$ cat config.mk
export PLATFORM = sky130hd
export DESIGN_NAME = mdio_rd_master
export DESIGN_NICKNAME = d
export VERILOG_FILES = /design/src/rtl/mdio_rd_pkg.sv /design/src/rtl/mdio_mdc_gen.sv /design/src/rtl/mdio_frame_seq.sv /design/src/rtl/mdio_err_irq.sv /design/src/rtl/mdio_rd_master.sv
export SDC_FILE = /design/constraint.sdc
export NUM_CORES = 1
export LEC_CHECK = 0
export ABC_CLOCK_PERIOD_IN_PS = 2200
export BUFFER_PORTS_ARGS = -buffer_cell sky130_fd_sc_hd__buf_2
export CAP_MARGIN = 20
export CORE_MARGIN = 2
export CORE_UTILIZATION = 50
export CTS_BUF_LIST = sky130_fd_sc_hd__clkbuf_4
export CTS_CLUSTER_DIAMETER = 40
export CTS_CLUSTER_SIZE = 10
export DETAILED_ROUTE_END_ITERATION = 7
export GPL_TIMING_DRIVEN = 0
export PLACE_DENSITY = 0.7
export SLEW_MARGIN = 0
export SYNTH_ARGS = -nofsm -noshare
export SYNTH_HDL_FRONTEND = slang
export SYNTH_HIERARCHICAL = 1
export SYNTH_SLANG_ARGS = --single-unit
$ cat constraint.sdc
create_clock -name clk -period 2.2 [get_ports clk]
set_clock_uncertainty 0.05 [all_clocks]
set_input_delay 0 -clock clk [delete_from_list [all_inputs] [get_ports clk]]
set_output_delay 0 -clock clk [all_outputs]
set_load 0.005 [all_outputs]
$ cat src/rtl/mdio_rd_pkg.sv
package mdio_rd_pkg;
  typedef enum logic {
    SEQ_IDLE = 1'b0,
    SEQ_BUSY = 1'b1
  } seq_state_e;

  function automatic int hdr_bits(input int pre_len, input int phy_aw, input int reg_aw);
    return pre_len + 4 + phy_aw + reg_aw;
  endfunction
endpackage

$ cat src/rtl/mdio_mdc_gen.sv
module mdio_mdc_gen #(
  parameter int DIV_HALF = 2
) (
  input  logic clk,
  input  logic rst_n,
  input  logic run,
  output logic mdc,
  output logic rise_tick,
  output logic fall_tick
);
  localparam int CW = (DIV_HALF > 1) ? $clog2(DIV_HALF) : 1;
  localparam logic [CW-1:0] CNT_TOP = CW'(DIV_HALF - 1);

  logic [CW-1:0] cnt_q;
  logic          tick;

  assign tick      = run && (cnt_q == CNT_TOP);
  assign rise_tick = tick && !mdc;
  assign fall_tick = tick && mdc;

  always_ff @(posedge clk or negedge rst_n) begin
    if (!rst_n) begin
      cnt_q <= '0;
      mdc   <= 1'b0;
    end else if (!run) begin
      cnt_q <= '0;
      mdc   <= 1'b0;
    end else if (tick) begin
      cnt_q <= '0;
      mdc   <= ~mdc;
    end else begin
      cnt_q <= cnt_q + 1'b1;
    end
  end
endmodule

$ cat src/rtl/mdio_frame_seq.sv
module mdio_frame_seq
  import mdio_rd_pkg::*;
#(
  parameter int PRE_LEN = 32,
  parameter int PHY_AW  = 5,
  parameter int REG_AW  = 5,
  parameter int DW      = 16
) (
  input  logic              clk,
  input  logic              rst_n,
  input  logic              cmd_valid,
  output logic              cmd_ready,
  input  logic [PHY_AW-1:0] cmd_phy_addr,
  input  logic [REG_AW-1:0] cmd_reg_addr,
  input  logic              rise_tick,
  input  logic              fall_tick,
  input  logic              mdio_i,
  output logic              busy,
  output logic              mdio_o,
  output logic              mdio_oe,
  output logic              err_set,
  output logic              rsp_valid,
  output logic [DW-1:0]     rsp_data,
  output logic              rsp_err
);
  localparam int HDR   = hdr_bits(PRE_LEN, PHY_AW, REG_AW);
  localparam int FRAME = HDR + 2 + DW;
  localparam int IW    = $clog2(FRAME);
  localparam logic [IW-1:0] TA2_IDX  = IW'(HDR + 1);
  localparam logic [IW-1:0] DAT_IDX  = IW'(HDR + 2);
  localparam logic [IW-1:0] LAST_IDX = IW'(FRAME - 1);
  localparam logic [IW-1:0] HDR_IDX  = IW'(HDR);

  seq_state_e     state_q;
  logic [IW-1:0]  idx_q;
  logic [HDR-1:0] tx_q;
  logic [DW-1:0]  rx_q;
  logic           ta_bad_q;
  logic           fin;

  assign busy      = (state_q == SEQ_BUSY);
  assign cmd_ready = !busy;
  assign mdio_o    = tx_q[HDR-1];
  assign mdio_oe   = busy && (idx_q < HDR_IDX);
  assign fin       = busy && fall_tick && (idx_q == LAST_IDX);
  assign err_set   = fin && ta_bad_q;

  always_ff @(posedge clk or negedge rst_n) begin
    if (!rst_n) begin
      state_q   <= SEQ_IDLE;
      idx_q     <= '0;
      tx_q      <= '0;
      rx_q      <= '0;
      ta_bad_q  <= 1'b0;
      rsp_valid <= 1'b0;
      rsp_data  <= '0;
      rsp_err   <= 1'b0;
    end else begin
      rsp_valid <= 1'b0;
      if (!busy) begin
        if (cmd_valid) begin
          state_q  <= SEQ_BUSY;
          idx_q    <= '0;
          tx_q     <= {{PRE_LEN{1'b1}}, 4'b0110, cmd_phy_addr, cmd_reg_addr};
          ta_bad_q <= 1'b0;
        end
      end else begin
        if (rise_tick) begin
          if (idx_q == TA2_IDX) begin
            ta_bad_q <= mdio_i;
          end
          if (idx_q >= DAT_IDX) begin
            rx_q <= {rx_q[DW-2:0], mdio_i};
          end
        end
        if (fall_tick) begin
          if (fin) begin
            state_q   <= SEQ_IDLE;
            rsp_valid <= 1'b1;
            rsp_data  <= rx_q;
            rsp_err   <= ta_bad_q;
          end else begin
            idx_q <= idx_q + 1'b1;
          end
          tx_q <= {tx_q[HDR-2:0], 1'b0};
        end
      end
    end
  end
endmodule

$ cat src/rtl/mdio_err_irq.sv
module mdio_err_irq (
  input  logic       clk,
  input  logic       rst_n,
  input  logic       err_set,
  input  logic       host_we,
  input  logic [1:0] host_wdata,
  output logic       rd_err,
  output logic       rd_err_en,
  output logic       irq
);
  always_ff @(posedge clk or negedge rst_n) begin
    if (!rst_n) begin
      rd_err    <= 1'b0;
      rd_err_en <= 1'b0;
    end else begin
      if (err_set) begin
        rd_err <= 1'b1;
      end else if (host_we && host_wdata[0]) begin
        rd_err <= 1'b0;
      end
      if (host_we) begin
        rd_err_en <= host_wdata[1];
      end
    end
  end

  assign irq = rd_err & rd_err_en;
endmodule

$ cat src/rtl/mdio_rd_master.sv
module mdio_rd_master #(
  parameter int DIV_HALF = 2
) (
  input  logic        clk,
  input  logic        rst_n,
  input  logic        cmd_valid,
  output logic        cmd_ready,
  input  logic [4:0]  cmd_phy_addr,
  input  logic [4:0]  cmd_reg_addr,
  output logic        rsp_valid,
  output logic [15:0] rsp_data,
  output logic        rsp_err,
  output logic        mdc,
  output logic        mdio_o,
  output logic        mdio_oe,
  input  logic        mdio_i,
  input  logic        host_we,
  input  logic [1:0]  host_wdata,
  output logic        rd_err,
  output logic        rd_err_en,
  output logic        irq
);
  logic busy;
  logic rise_tick;
  logic fall_tick;
  logic err_set;

  mdio_mdc_gen #(.DIV_HALF(DIV_HALF)) u_mdc (
    .clk       (clk),
    .rst_n     (rst_n),
    .run       (busy),
    .mdc       (mdc),
    .rise_tick (rise_tick),
    .fall_tick (fall_tick)
  );

  mdio_frame_seq #(.PRE_LEN(32), .PHY_AW(5), .REG_AW(5), .DW(16)) u_seq (
    .clk          (clk),
    .rst_n        (rst_n),
    .cmd_valid    (cmd_valid),
    .cmd_ready    (cmd_ready),
    .cmd_phy_addr (cmd_phy_addr),
    .cmd_reg_addr (cmd_reg_addr),
    .rise_tick    (rise_tick),
    .fall_tick    (fall_tick),
    .mdio_i       (mdio_i),
    .busy         (busy),
    .mdio_o       (mdio_o),
    .mdio_oe      (mdio_oe),
    .err_set      (err_set),
    .rsp_valid    (rsp_valid),
    .rsp_data     (rsp_data),
    .rsp_err      (rsp_err)
  );

  mdio_err_irq u_err (
    .clk        (clk),
    .rst_n      (rst_n),
    .err_set    (err_set),
    .host_we    (host_we),
    .host_wdata (host_wdata),
    .rd_err     (rd_err),
    .rd_err_en  (rd_err_en),
    .irq        (irq)
  );
endmodule

==> flow_metrics.tcl <==
set metrics [dict create \
    place_congestion 0.737 \
    finalNonFillerCells 490 \
    hold_ws_ns 0.0368 \
    wirelength_um 6730 \
    syn_avg_cell_area_um2 12.0 \
    vias 2501 \
    grt_pass1_vias 2531 \
    fp.coreArea_um2 7290 \
    gr-total-overflow 0 \
    wl_per_cell_um 13.7 \
    hold_class "in -> async" \
    rsz0062_at_grt "no" \
    drt_iter0_markers 113 \
    grt_pass1_wl_um 11800 \
    ant_nets 0 \
    clock_sinks 92 \
    drive_gt1_frac 0.286 \
    dieArea_um2 8290 \
    finalSetupViolations 0 \
    synth_nets 333 \
    yosysUniqueCellTypes 39 \
    postCtsSetupBuffers 0 \
    ys_async_sr_fraction 1.00 \
    ys_top_cells_by_area "dfrtp_1 (61%), mux2_2 (10%), nand2_1 (7.1%), nand3_1 (3.7%), mux2i_1 (3.2%)" \
    dpl.cell_count 456 \
    critPathRequiredTime_ns 2.52 \
    synth_top_area_share 0.608 \
    min_period_over_period 0.850 \
    critPathKind "reg -> reg" \
    endpoint_kind "flip-flop" \
    drc 0 \
    finalSetupTns_ns 0 \
    port_buffers 41 \
    hold_violations 0 \
    arrival_ns 2.19 \
    fp.dieW_um 91.0 \
    ys_seq_area_frac 0.608 \
    synthesis.area_um2 3790 \
    setup.worst_path.start_class "flip-flop" \
    regArea_um2 2300 \
    cp_max_fo 10 \
    fp-row-count 31 \
    antenna_found_initial 0 \
    synthToLayoutAreaGrowth_pct 17.9 \
    crit_chain "clkbuf_2 > clkbuf_8 > nor2b_1 > a22o_1 > dlygate4sd3_1" \
    drv_slew 0 \
    clk_latency_ns 0.43 \
    synth_edf_count 0 \
    yosys_warnings 6 \
    critical-path-max-stage-delay_ns 0.54 \
    first_pass_iters 4 \
    cap_violations 0 \
    synth_ff_type "dfrtp_1" \
    tritoncts "yes" \
    initial_core_util 0.519 \
    dp_hpwl_um 4410 \
    synth_seq_cells 92 \
    grtUsageTotal 0.178 \
    grt_max_degree 50 \
    power_leakage_nw 2.34 \
    fmax_mhz 535 \
    fill_cells 647 \
    finalCriticalPeriod_ns 1.87 \
    peakVddDrop_v 0.000579 \
    cts_buffers 9 \
    cts_root_buf "clkbuf_4" \
    io-pin-count 42 \
    cts-htree-levels 3 \
    synth_top_area_cell "dfrtp_1" \
    clockBufferDepth 2 \
    diodes 0 \
    nets 404 \
    netlist_instances 315 \
    status "completed" \
    worst_slew_pin_slew_ns 0.581 \
    slew_headroom 0.613 \
    multi_input_comb_area_um2 1370 \
    cpMaxStageDelayCell "dlygate4sd3_1" \
    routed_via_density 5.10 \
    p_per_area_nw_per_um2 1100 \
    die_h_um 91.0 \
    cts.clk_slew.worst_paths_ns 0.15 \
]
-- cell families (layout without fill, tap and decap cells) --
| logic type | count (synthesis) | count (layout) | synth area share |
|---|---|---|---|
| AOI/OAI and AO/OA | 29 | 29 | 0.0542 |
| xor gates and xnor gates | 1 | 1 | 0.00231 |
| adders and majority gates | 1 | 1 | 0.00330 |
| buffers and inverters | 19 | 95 | 0.0317 |
| DFF | 92 | 92 | 0.608 |
| muxes | 48 | 48 | 0.140 |
| and+or+nand+nor | 125 | 125 | 0.161 |
-- what timing repair did --
action,4_1_cts,5_1_grt
hold endpoints to repair,114,0
hold buffers,18,0
endpoints found under the setup margin,0,0
resized for setup,0,0
-- worst paths after layout --
check,from,to,slack [ns],depth (start not counted)
hold reg to reg,u_seq/tx_q[16]$_DFFE_PN0P_,u_seq/tx_q[17]$_DFFE_PN0P_,0.44,2
setup reg to reg,u_seq/busy$_DFF_PN0_,u_seq/tx_q[0]$_DFFE_PN0P_,0.33,5
min in group clk,mdio_i,u_seq/rx_q[0]$_DFFE_PN0P_,0.31,3
setup / recovery,u_seq/busy$_DFF_PN0_,u_seq/tx_q[0]$_DFFE_PN0P_,0.33,5
max in group asynchronous,rst_n,u_seq/rx_q[2]$_DFFE_PN0P_,1.42,3
hold / removal,rst_n,u_seq/rsp_data[8]$_DFFE_PN0P_,0.04,2
-- Yosys cell counts, types with 3 or more instances --
master	number
o21ai_0	10
clkbuf_1	7
dfrtp_1	92
nand3_1	28
buf_6	3
o22a_1	7
nand2_1	72
buf_2	4
and2_1	4
nor2_1	4
mux2i_1	12
a22o_1	3
mux2_2	34
-- through the flow --
stage / worst slack, ns / instance area [um^2] / total power, mW / utilization
2_1_floorplan: 0.520 / 3790 / 3.55 / -
3_3_place_gp: 0.245 / 4120 / 3.91 / 0.565
3_5_place_dp: 0.366 / 4150 / 4.00 / 0.569
4_1_cts: 0.315 / 4470 / 4.95 / 0.613
5_1_grt: 0.217 / 4470 / 5.29 / 0.613
6_report: 0.330 / 4470 / 4.89 / 0.613
-- routing by layer --
| metal | wire length, um | GRT usage | vias to the layer above |
|---|---|---|---|
| met2 | 3100 | 0.275 | 42 |
| met1 | 3320 | 0.254 | 1218 |
| met5 | 0 | 0 | - |
| met4 | 119 | 0.0720 | 0 |
| met3 | 191 | 0.0299 | 8 |
| li1 | - | - | 1233 |
-- area by class of cell --
class	instances	area share
multi-input combinational	204	0.306
clock inverter	7	0.0162
clock buffer	9	0.0151
sequential	92	0.515
tap	99	0.0277
timing repair buffer	60	0.0930
buffer	17	0.0252
inverter	2	0.00168
-- where the power goes --
| group | leakage (nW) | internal (mW) | switching (mW) |
|---|---|---|---|
| registers | 1.21 | 2.18 | 0.348 |
| logic | 1.06 | 0.648 | 0.792 |
| clock network | 0.0743 | 0.351 | 0.574 |
-- worst max-delay path, delay by kind of cell, from the launching register on --
kind | cells | cell delay (ns)
AO/OA/AOI/OAI | 1 | 0.18
buffers and inverters | 3 | 0.90
flip-flops | 1 | 0.45
AND/OR/NAND/NOR | 1 | 0.24
-- flip-flops by register name, summed over array words and instances (netlist names) --
name and count:
u_seq/ta_bad_q 1, u_seq/idx_q 6, u_seq/tx_q 46, u_seq/busy 1, u_seq/rx_q 16, u_seq/rsp_err 1
u_mdc/mdc 1, u_err/rd_err 1, u_seq/rsp_valid 1, u_err/rd_err_en 1, u_seq/rsp_data 16, u_mdc/cnt_q 1
-- cell usage in the layout, fill, tap and decap left out, types with 3 or more instances in the layout --
master and n:
o22a_1 7, buf_6 3, nand2_1 72, and2_1 4
dfrtp_1 92, mux2_2 34, clkbuf_1 7, a22o_1 3
clkbuf_4 9, dlygate4sd3_1 18, nor2_1 4, mux2i_1 12
nand3_1 28, o21ai_0 10, buf_2 44
No activity file was read; power rests on OpenSTA's default activity.
